$ cat src/rtl/sdw_pkg.sv
package sdw_pkg;
   typedef enum logic [1:0] {
      MK_FETCH = 2'd0,
      MK_DATA  = 2'd1,
      MK_POS   = 2'd2
   } mem_kind_e;

   typedef enum logic [2:0] {
      WS_IDLE,
      WS_FETCH,
      WS_CALC,
      WS_MEM,
      WS_UPD,
      WS_POS,
      WS_DONE
   } walk_state_e;

   localparam int CTL_RST_BIT  = 0;
   localparam int CTL_RUN_BIT  = 1;
   localparam int STS_IOC_BIT  = 26;
   localparam int STS_FIFO_BIT = 29;
   localparam int IN_STREAMS   = 4;
   localparam logic [31:0] CTL_RESET_WORD = 32'h2000_0001;
endpackage

$ cat src/rtl/sdw_desc_store.sv
module sdw_desc_store #(
   parameter int AW    = 64,
   parameter int LW    = 32,
   parameter int DEPTH = 8,
   localparam int IW   = $clog2(DEPTH)
) (
   input  logic          clk,
   input  logic          wr_en,
   input  logic [IW-1:0] wr_idx,
   input  logic [1:0]    wr_word,
   input  logic [31:0]   wr_data,
   input  logic [IW-1:0] rd_idx,
   output logic [AW-1:0] rd_addr,
   output logic [LW-1:0] rd_len,
   output logic          rd_ioc
);
   logic [63:0]   addr_q [DEPTH];
   logic [LW-1:0] len_q  [DEPTH];
   logic          ioc_q  [DEPTH];

   for (genvar e = 0; e < DEPTH; e++) begin : g_entry
      always_ff @(posedge clk) begin
         if (wr_en && wr_idx == IW'(e)) begin
            case (wr_word)
               2'd0: addr_q[e][31:0]  <= wr_data;
               2'd1: addr_q[e][63:32] <= wr_data;
               2'd2: len_q[e]         <= wr_data[LW-1:0];
               default: ioc_q[e]      <= wr_data[0];
            endcase
         end
      end
   end

   assign rd_addr = addr_q[rd_idx][AW-1:0];
   assign rd_len  = len_q[rd_idx];
   assign rd_ioc  = ioc_q[rd_idx];
endmodule

$ cat src/rtl/sdw_chunk_clamp.sv
module sdw_chunk_clamp #(
   parameter int LW = 32
) (
   input  logic [LW-1:0] want,
   input  logic [LW-1:0] ring_size,
   input  logic [LW-1:0] ring_pos,
   input  logic [LW-1:0] desc_len,
   input  logic [LW-1:0] desc_off,
   output logic [LW-1:0] chunk
);
   logic [LW-1:0] ring_room;
   logic [LW-1:0] desc_room;
   logic [LW-1:0] first_min;

   always_comb begin
      ring_room = (ring_size > ring_pos) ? ring_size - ring_pos : '0;
      desc_room = (desc_len > desc_off) ? desc_len - desc_off : '0;
      first_min = (want < ring_room) ? want : ring_room;
      chunk     = (first_min < desc_room) ? first_min : desc_room;
   end
endmodule

$ cat src/rtl/bdl_stream_walker.sv
module bdl_stream_walker
   import sdw_pkg::*;
#(
   parameter int AW         = 64,
   parameter int LW         = 32,
   parameter int DEPTH      = 8,
   parameter int STREAM_IDX = 5,
   localparam int IW        = $clog2(DEPTH),
   localparam int NW        = IW + 1
) (
   input  logic          clk,
   input  logic          rst_n,
   input  logic          ctl_wr_en,
   input  logic [31:0]   ctl_wr_data,
   output logic [31:0]   ctl_rd,
   input  logic [AW-1:0] bdl_base,
   input  logic [7:0]    last_idx,
   input  logic [LW-1:0] ring_len,
   input  logic [AW-1:0] pos_base,
   input  logic          xfer_req,
   input  logic [LW-1:0] xfer_len,
   output logic          xfer_ready,
   output logic          xfer_done,
   output logic [LW-1:0] xfer_moved,
   output logic          mem_valid,
   input  logic          mem_ready,
   output logic [1:0]    mem_kind,
   output logic          mem_write,
   output logic [AW-1:0] mem_addr,
   output logic [LW-1:0] mem_len,
   output logic [31:0]   mem_wdata,
   input  logic [31:0]   mem_rdata
);
   initial begin
      if (DEPTH < 2 || DEPTH > 256) $error("DEPTH must lie in 2..256");
      if (AW <= 32 || AW > 64) $error("AW must lie in 33..64");
      if (LW < 8 || LW > 32) $error("LW must lie in 8..32");
      if (STREAM_IDX < 0 || STREAM_IDX > 7) $error("STREAM_IDX must lie in 0..7");
   end

   walk_state_e   state_q;
   logic [31:0]   ctl_q;
   logic          pend_start_q;
   logic          parsed_q;
   logic [NW-1:0] nent_q;
   logic [IW-1:0] fidx_q;
   logic [1:0]    fword_q;
   logic [IW-1:0] be_q;
   logic [LW-1:0] bp_q;
   logic [LW-1:0] lpib_q;
   logic [LW-1:0] bsize_q;
   logic [LW-1:0] left_q;
   logic [LW-1:0] moved_q;
   logic [NW-1:0] iter_q;
   logic          ioc_hit_q;
   logic [LW-1:0] chunk_q;

   logic [AW-1:0] d_addr;
   logic [LW-1:0] d_len;
   logic          d_ioc;
   logic [LW-1:0] chunk_c;
   logic [8:0]    lvi_p1;
   logic [NW-1:0] nent_c;
   logic          data_write;
   logic          pos_en;
   logic          fetch_last;
   logic          list_last;
   logic [LW-1:0] bp_next;

   // Direction is fixed by the stream index
   if (STREAM_IDX < IN_STREAMS) begin : g_capture
      assign data_write = 1'b1;
   end else begin : g_playback
      assign data_write = 1'b0;
   end

   sdw_desc_store #(.AW(AW), .LW(LW), .DEPTH(DEPTH)) u_store (
      .clk     (clk),
      .wr_en   (state_q == WS_FETCH && mem_ready),
      .wr_idx  (fidx_q),
      .wr_word (fword_q),
      .wr_data (mem_rdata),
      .rd_idx  (be_q),
      .rd_addr (d_addr),
      .rd_len  (d_len),
      .rd_ioc  (d_ioc)
   );

   sdw_chunk_clamp #(.LW(LW)) u_clamp (
      .want      (left_q),
      .ring_size (bsize_q),
      .ring_pos  (lpib_q),
      .desc_len  (d_len),
      .desc_off  (bp_q),
      .chunk     (chunk_c)
   );

   always_comb begin
      lvi_p1     = {1'b0, last_idx} + 9'd1;
      nent_c     = (lvi_p1 > 9'(DEPTH)) ? NW'(DEPTH) : NW'(lvi_p1);
      pos_en     = pos_base[0];
      fetch_last = ({1'b0, fidx_q} == nent_q - NW'(1)) && (fword_q == 2'd3);
      list_last  = ({1'b0, be_q} == nent_q - NW'(1));
      bp_next    = bp_q + chunk_q;
   end

   always_ff @(posedge clk or negedge rst_n) begin
      if (!rst_n) begin
         state_q      <= WS_IDLE;
         ctl_q        <= '0;
         pend_start_q <= 1'b0;
         parsed_q     <= 1'b0;
         nent_q       <= '0;
         fidx_q       <= '0;
         fword_q      <= '0;
         be_q         <= '0;
         bp_q         <= '0;
         lpib_q       <= '0;
         bsize_q      <= '0;
         left_q       <= '0;
         moved_q      <= '0;
         iter_q       <= '0;
         ioc_hit_q    <= 1'b0;
         chunk_q      <= '0;
      end else begin
         case (state_q)
            WS_IDLE: begin
               if (pend_start_q) begin
                  pend_start_q <= 1'b0;
                  parsed_q     <= 1'b0;
                  nent_q       <= nent_c;
                  bsize_q      <= ring_len;
                  lpib_q       <= '0;
                  be_q         <= '0;
                  bp_q         <= '0;
                  fidx_q       <= '0;
                  fword_q      <= '0;
                  state_q      <= WS_FETCH;
               end else if (xfer_req) begin
                  moved_q   <= '0;
                  ioc_hit_q <= 1'b0;
                  left_q    <= xfer_len;
                  iter_q    <= '0;
                  state_q   <= (ctl_q[CTL_RUN_BIT] && parsed_q) ? WS_CALC : WS_DONE;
               end
            end
            WS_FETCH: begin
               if (mem_ready) begin
                  fword_q <= fword_q + 2'd1;
                  if (fword_q == 2'd3) fidx_q <= fidx_q + IW'(1);
                  if (fetch_last) begin
                     parsed_q <= ctl_q[CTL_RUN_BIT];
                     state_q  <= WS_IDLE;
                  end
               end
            end
            WS_CALC: begin
               if (left_q == '0 || iter_q == nent_q) begin
                  state_q <= pos_en ? WS_POS : WS_DONE;
               end else begin
                  chunk_q <= chunk_c;
                  state_q <= (chunk_c != '0) ? WS_MEM : WS_UPD;
               end
            end
            WS_MEM: begin
               if (mem_ready) state_q <= WS_UPD;
            end
            WS_UPD: begin
               left_q  <= left_q - chunk_q;
               moved_q <= moved_q + chunk_q;
               iter_q  <= iter_q + NW'(1);
               if (bp_next == d_len) begin
                  bp_q <= '0;
                  if (d_ioc) ioc_hit_q <= 1'b1;
                  if (list_last) begin
                     be_q   <= '0;
                     lpib_q <= '0;
                  end else begin
                     be_q   <= be_q + IW'(1);
                     lpib_q <= lpib_q + chunk_q;
                  end
               end else begin
                  bp_q   <= bp_next;
                  lpib_q <= lpib_q + chunk_q;
               end
               state_q <= WS_CALC;
            end
            WS_POS: begin
               if (mem_ready) state_q <= WS_DONE;
            end
            WS_DONE: begin
               if (ioc_hit_q) ctl_q[STS_IOC_BIT] <= 1'b1;
               state_q <= WS_IDLE;
            end
            default: state_q <= WS_IDLE;
         endcase

         // Control writes come last so that they take priority
         if (ctl_wr_en) begin
            if (ctl_wr_data[CTL_RST_BIT]) begin
               ctl_q        <= CTL_RESET_WORD;
               pend_start_q <= 1'b0;
               parsed_q     <= 1'b0;
            end else begin
               ctl_q[23:0] <= ctl_wr_data[23:0];
               if (ctl_wr_data[STS_IOC_BIT]) ctl_q[STS_IOC_BIT] <= 1'b0;
               if (!ctl_q[CTL_RUN_BIT] && ctl_wr_data[CTL_RUN_BIT]) pend_start_q <= 1'b1;
            end
         end
      end
   end

   always_comb begin
      mem_valid = 1'b0;
      mem_kind  = MK_FETCH;
      mem_write = 1'b0;
      mem_addr  = '0;
      mem_len   = '0;
      mem_wdata = '0;
      case (state_q)
         WS_FETCH: begin
            mem_valid = 1'b1;
            mem_kind  = MK_FETCH;
            mem_addr  = bdl_base + AW'({fidx_q, fword_q, 2'b00});
            mem_len   = LW'(4);
         end
         WS_MEM: begin
            mem_valid = 1'b1;
            mem_kind  = MK_DATA;
            mem_write = data_write;
            mem_addr  = d_addr + AW'(bp_q);
            mem_len   = chunk_q;
         end
         WS_POS: begin
            mem_valid = 1'b1;
            mem_kind  = MK_POS;
            mem_write = 1'b1;
            mem_addr  = {pos_base[AW-1:1], 1'b0} + AW'(STREAM_IDX * 8);
            mem_len   = LW'(4);
            mem_wdata = 32'(lpib_q);
         end
         default: ;
      endcase
   end

   assign ctl_rd     = ctl_q;
   assign xfer_ready = (state_q == WS_IDLE) && !pend_start_q;
   assign xfer_done  = (state_q == WS_DONE);
   assign xfer_moved = moved_q;
endmodule

$ cat config.mk
export PLATFORM = sky130hd
export DESIGN_NAME = bdl_stream_walker
export DESIGN_NICKNAME = d
export VERILOG_FILES = /design/src/rtl/sdw_pkg.sv /design/src/rtl/sdw_desc_store.sv /design/src/rtl/sdw_chunk_clamp.sv /design/src/rtl/bdl_stream_walker.sv
export SDC_FILE = /design/constraint.sdc
export NUM_CORES = 2
export LEC_CHECK = 0
export BUFFER_PORTS_ARGS = -buffer_cell sky130_fd_sc_hd__buf_2
export CAP_MARGIN = 20
export CORE_MARGIN = 10
export CORE_UTILIZATION = 60
export CTS_CLUSTER_DIAMETER = 60
export DETAILED_ROUTE_END_ITERATION = 12
export PLACE_DENSITY = 0.81
export SETUP_SLACK_MARGIN = 0.5
export SLEW_MARGIN = 25
export SYNTH_ARGS = -nofsm -noshare
export SYNTH_HDL_FRONTEND = slang
export SYNTH_SLANG_ARGS = --single-unit
$ cat constraint.sdc
create_clock -name clk -period 28.6 [get_ports clk]
set_clock_uncertainty 0.05 [all_clocks]
set_input_delay 5.72 -clock clk [delete_from_list [all_inputs] [get_ports clk]]
set_output_delay 5.72 -clock clk [all_outputs]
set_load 0.01 [all_outputs]
* After elaboration in Yosys (flattened, before gate mapping) *
Memories as Yosys holds them, arrays and structs flattened.
Cells that the tools add are included.

storage, ports and cells
  register bits = 240
  memory bits (writable) = 776
  input port bits = 269
  output and inout bits = 198
  word-level logic and storage cells = 329
  memories kept = 3

operators by class
  add/sub/neg operators = 15
  order comparisons = 5
  eq/ne operators = 31
  muxes and demuxes = 199
  bitwise gates (word level) = 1
  reduce and logical (&&, ||, !) cells = 57

memories
  memory          depth  bits a word  rd ports  clocked after Yosys merged registers in  wr ports  line                  source
  u_store.addr_q  8      64           1         0                                        1         sdw_desc_store.sv:17  logic [63:0] addr_q [DEPTH];
  u_store.len_q   8      32           1         0                                        1         sdw_desc_store.sv:18  logic [LW-1:0] len_q [DEPTH];
  u_store.ioc_q   8      1            1         0                                        1         sdw_desc_store.sv:19  logic ioc_q [DEPTH];

operators by type and width
  cell                                           count
  2-to-1 mux 32 bit                              20
  2-to-1 mux 64 bit                              7
  OR reduction 64 bit                            7
  one-hot mux 32 bit (2 select lines)            5
  OR reduction 32 bit                            7
  one-hot mux 64 bit (3 select lines)            1
  2-to-1 mux 1 bit                               108
  2-to-1 mux 3 bit                               35
  adder 32 bit                                   3
  subtractor 32 bit                              3
  adder 64 x 32 -> 64 bit                        1
  adder 64 x 6 -> 64 bit, second input constant  1
  adder 64 x 7 -> 64 bit                         1
  greater-than comparator 32 bit                 2
  < comparator 32 bit                            2
  equality test 32 bit                           1
  logical NOT 32 bit                             1
  nonzero test 32 bit                            1
  2-to-1 mux 27 bit                              1
  2-to-1 mux 24 bit                              1
  equality test 3 bit, second input constant     7
  2-to-1 mux 2 bit                               10
  inequality test 2 bit, second input constant   9
  one-hot mux 3 bit (6 select lines)             1
  other kinds (33)                               73

* Longest topological paths before layout *
  word-level depth = 13
  gate-level depth with buffers = 41
  mapped depth without buffers = 36

* By module *
From an unflattened synthesis, not the netlist that was laid out.

unflattened totals
  cell total of the unflattened synthesis = 4,880
  area total of the unflattened synthesis = 57,969.3 um^2

by module, submodules not included
  module             times used  cells an instance  area an instance (um^2)  seq. area each (um^2)
  sdw_desc_store     1           1,169              29,350.6                 23,302.3
  bdl_stream_walker  1           2,834              22,751.8                 6,005.8
  sdw_chunk_clamp    1           877                5,866.9                  0.0

* Worst setup path after synthesis *
Ideal clock, no wire load.

  kind = in2out
  from = input port bdl_base[2]
  to = output port mem_addr[58]
  arrival time = 8.256 ns
  slack = 14.574 ns
  stages = 13
  path buffers = 0
  path through = ha_1 > fa_1 > a21o_1 > a21oi_1 > nor2b_1 > o21ai_0 > nor4_1 > nand4_1 > nor2_1 > nand4_1 > xnor2_1 > a22oi_1 > o21ai_0

on the way
  longest elaborated chain between the ends = 2

RTL lines
  element                              line                      source
  start: declaration                   bdl_stream_walker.sv:16   input logic [AW-1:0] bdl_base,
  adder 64 x 7 -> 64 bit               bdl_stream_walker.sv:224  mem_addr = bdl_base + AW'({fidx_q, fword_q, 2'b00});
  one-hot mux 64 bit (3 select lines)  bdl_stream_walker.sv:220  case (state_q)
  end: declaration                     bdl_stream_walker.sv:29   output logic [AW-1:0] mem_addr,

Every way passes these cells.

* Final worst setup path *
  from = input port bdl_base[2]
  to = output port mem_addr[48]

Same word-level chain as after synthesis.

==> out/metrics.yaml <==
power:
  power.density_nw_per_um2: 111.8
  peakVddDrop_mv: 0.1478
  leakagePower_nw: 26.02
  switching_share_pct: 44.41
  combPwrFrac_pct: 53.3
  power_mw: 7.308
  clkPwrFrac_pct: 19.8
  cell_internal_pwr_mw: 4.063
  p_switching_mw: 3.246
  power_frac_seq_pct: 26.9
critical_path:
  worst-path-max-fanout: 8
  critPathCaptureType: "output port"
  required_ns: 22.83
  startpoint_type: "primary input"
  crit_family: "simple AND/OR/NAND/NOR gates"
  cpPeakStageDelay_ns: 0.74
  critPathArrivalTime_ns: 9.46
  slowest_stage: "nor4_1"
  cp.buffers_inverters: 2
  cp.depth: 15
  path_class: "primary input to output port"
  rr_worst_depth: 31
  crit_path_cell_trace: "buf_2 -> ha_1 -> fa_1 -> a21o_1 -> a21oi_1 -> nor2b_1 -> o21ai_0 -> nor4_1 -> nand4_1 -> nor2_1 -> nand2_1 -> xnor2_1 -> a22oi_1 -> o21ai_0 -> buf_2"
layout:
  syn2layout_area_growth_pct: 12.43
  fin_nets: 6094
  finalInstanceArea_sq_um: 65350
  final_core_util_pct: 67.77
  drive_gt1_share_pct: 17.37
  nFillCells: 6937
synthesis:
  synth_compound_gate_area_share_pct: 12.62
  synth_seq_cells: 1016
  synth_edf_count: 776
  synthAdderAreaFrac_pct: 6.798
  synth_xor_area_share_pct: 5.474
  ys_async_sr_fraction_pct: 23.62
  synth_cells: 5103
  yosys_warnings: 0
  synth_mux_area_share_pct: 8.751
  yosysSeqAreaShare_pct: 50.43
  post_synth_and_or_nand_nor_area_fraction_pct: 12.60
  syn_avg_cell_area_sq_um: 11.39
  synthDistinctLibCells: 97
  synth_ff_type: "edfxtp_1"
  syn_area_sq_um: 58120
  synth_top_family_by_area: "compound AO/OA/AOI/OAI gates"
clocking:
  numClockSinks: 1016
  clock_latency_ns: 0.75
  numCtsBuffers: 108
  clk_pin_slew_ns: 0.05
  cts_tree: "yes"
  clk_path_buf_depth: 3
  htreeDepth: 3
  cts_setup_buffers: 0
  cts_resized: 0
  cts_hold_buf: 0
  cts-root-buf: "clkbuf_16"
drt:
  drc: 0
  ant_nets: 0
  first_pass_iters: 7
  viasPerCell: 6.652
  wl_per_cell_um: 28.72
  drt_first_iter_violations: 5479
  routed_wl_um: 198000
  via_count: 45870
hold_path:
  hold_path.class: "flip-flop to flip-flop"
  hold_depth: 1
timing:
  post-route-period-util_pct: 53.24
  period_needed_ns: 15.23
  tightestPinTransition_ns: 1.168
  slew_violations: 0
  setup_viol: 0
  rsz0062_at_grt: "no"
  fmaxAchievable_ghz: 0.06567
  hold_viol_final: 0
  maxSlewHeadroom_pct: 21.31
  finalSetupTns_ns: 0
floorplan:
  start_util_pct: 60.28
  die_w_um: 331.2
  die_h_um: 331.2
  ios: 467
  std_cell_rows: 114
  dieArea_sq_um: 109700
  core_sq_um: 96420
placement:
  port_buffers: 453
  place_area_sq_um: 61670
  globalplace.congestion: 0.9935
  place_hpwl_um: 136000
global_route:
  grt_start_max_net_pins: 114
  grt_pass1_vias: 44440
  met3_usage_pct: 7.429
  grt-ovfl-total: 0
  grt_first_pass_wirelength_um: 291300
  grt_use_total_pct: 34.95
  grt_util_met1_pct: 44.25
  grt_most_used_layer: "met2"
  grt_use_met2_pct: 56.25
  antenna_found_initial: 21
job:
  drv_cap: 0
run_status:
  status: "finished, final reports clean"
==> per-stage QoR <==
step	setup WS, ns	hold slack, ns	instances
final	13.37	0.4033	6896
after floorplan	14.57	0.3997	5108
after detailed placement	13.53	0.3956	6680
after CTS	13.51	0.4092	6883
after global placement	13.51	0.3863	6680
after global routing	13.11	0.4323	6889
==> cell type report <==
type	count	area (sq um)	share of cell area (%)
well taps	1276	1597	2.443
diodes	13	32.53	0.04978
multi-input cells	3623	27060	41.40
inverters	249	937.1	1.434
clock inverters	70	807.0	1.235
clock buffers	133	2826	4.325
repair buffers	516	2775	4.247
flip-flops and latches	1016	29320	44.86
==> cells by family after synthesis <==
group	after synthesis
adders and majority gates	311
other	1
DFF	1016
xor gates and xnor gates	352
muxes	265
and+or+nand+nor	1556
AOI/OAI and AO/OA	1133
buffers and inverters	469
==> registers in the layout (all words and copies together), names as in the netlist, 4 cells and up <==
name and flops:
bp_q 32, bsize_q 32, chunk_q 32, ctl_rd 26, iter_q 4, left_q 32, lpib_q 32, nent_q 4
u_store.addr_q 512, u_store.ioc_q 8, u_store.len_q 256, xfer_moved 32
==> layer usage <==
metal / up-vias / routed length [um] / part of all wire, %
met1: 22370 / 72920 / 37
met4: 12 / 12290 / 6.2
met2: 2945 / 93050 / 47
met3: 629 / 19710 / 10
li1: 19920 / - / -
met5: - / 75 / 0.038
==> cell usage in the layout, fill, tap and decap left out, types with 29 or more instances in the layout <==
cell type  count
nand3b_1      31
xnor2_1      191
nor2b_1       36
dfrtp_1      237
nand3_1      103
nor2_1       327
and2_1        29
o211ai_1      31
nand2b_1      31
xor2_1       154
nand2_1      609
nor3_1        68
edfxtp_1     776
buf_4         61
and3_1        75
mux4_2       168
nor4_1        30
o21ai_0      315
nand4_1       66
or2_2         40
buf_2        452
mux2i_1       69
clkbuf_16    108
inv_1        244
a21oi_1      247
a22oi_1       43
a31oi_1       40
ha_1         303
a21o_1       111
o21a_1        42
==> worst register-to-register path, delay by kind of cell (launching register included) <==
| kind | cells | cell delay [ns] |
|---|---|---|
| AOI/OAI and AO/OA | 11 | 3.58 |
| and+or+nand+nor | 12 | 2.40 |
| adders and majority gates | 3 | 1.18 |
| buffers and inverters | 4 | 1.09 |
| muxes | 1 | 0.44 |
| DFF | 1 | 0.34 |
==> cell usage after synthesis (all sizes together) (9+ instances only) <==
master,instances,share of area [%]
edfxtp,776,40
nand2,612,4.0
nor2,337,2.2
o21ai,322,2.8
ha,303,6.5
inv,249,1.6
a21oi,248,2.1
dfrtp,240,10
xnor2,191,2.9
mux4,187,7.4
xor2,154,2.3
clkbuf,148,0.96
a21o,111,1.4
nand3,103,0.89
and3,76,0.82
buf,72,0.76
nor3,71,0.61
mux2i,70,1.2
nand4,66,0.71
a22oi,43,0.56
a31oi,42,0.45
o21a,42,0.54
or2,40,0.43
nor2b,36,0.39
and2,32,0.34
nand2b,32,0.34
nor4,32,0.37
o22ai,32,0.45
nand3b,31,0.40
o211ai,31,0.40
a211oi,28,0.36
a31o,28,0.42
or3,27,0.29
o21bai,26,0.34
o31ai,20,0.26
o221ai,17,0.26
a211o,16,0.24
nor3b,15,0.19
or4,14,0.18
a2111oi,12,0.19
a221oi,11,0.17
a22o,11,0.17
a21boi,10,0.13
and4,9,0.14
==> power groups by stage <==
stage               combinational [mW]  sequential [mW]  clock (mW)
detailed placement                3.77             1.98           0
CTS                               3.81             1.95        1.46
finish                            3.90             1.96        1.45
global route                      4.28             1.97        1.51
global placement                  3.69             1.97           0
floorplan                         2.79             1.87           0
==> path summary, 6_finish.rpt <==
check	start	to	slack (ns)
max	bdl_base[2]	mem_addr[48]	13.37
min	ctl_rd[29]	ctl_rd[29]	0.40
max reg2reg	lpib_q[6]	chunk_q[23]	19.37
min reg2reg	ctl_rd[29]	ctl_rd[29]	0.40
max in group asynchronous	rst_n	bp_q[27]	21.85
min in group asynchronous	rst_n	ctl_rd[2]	5.03
(Power assumes the default switching activity.)
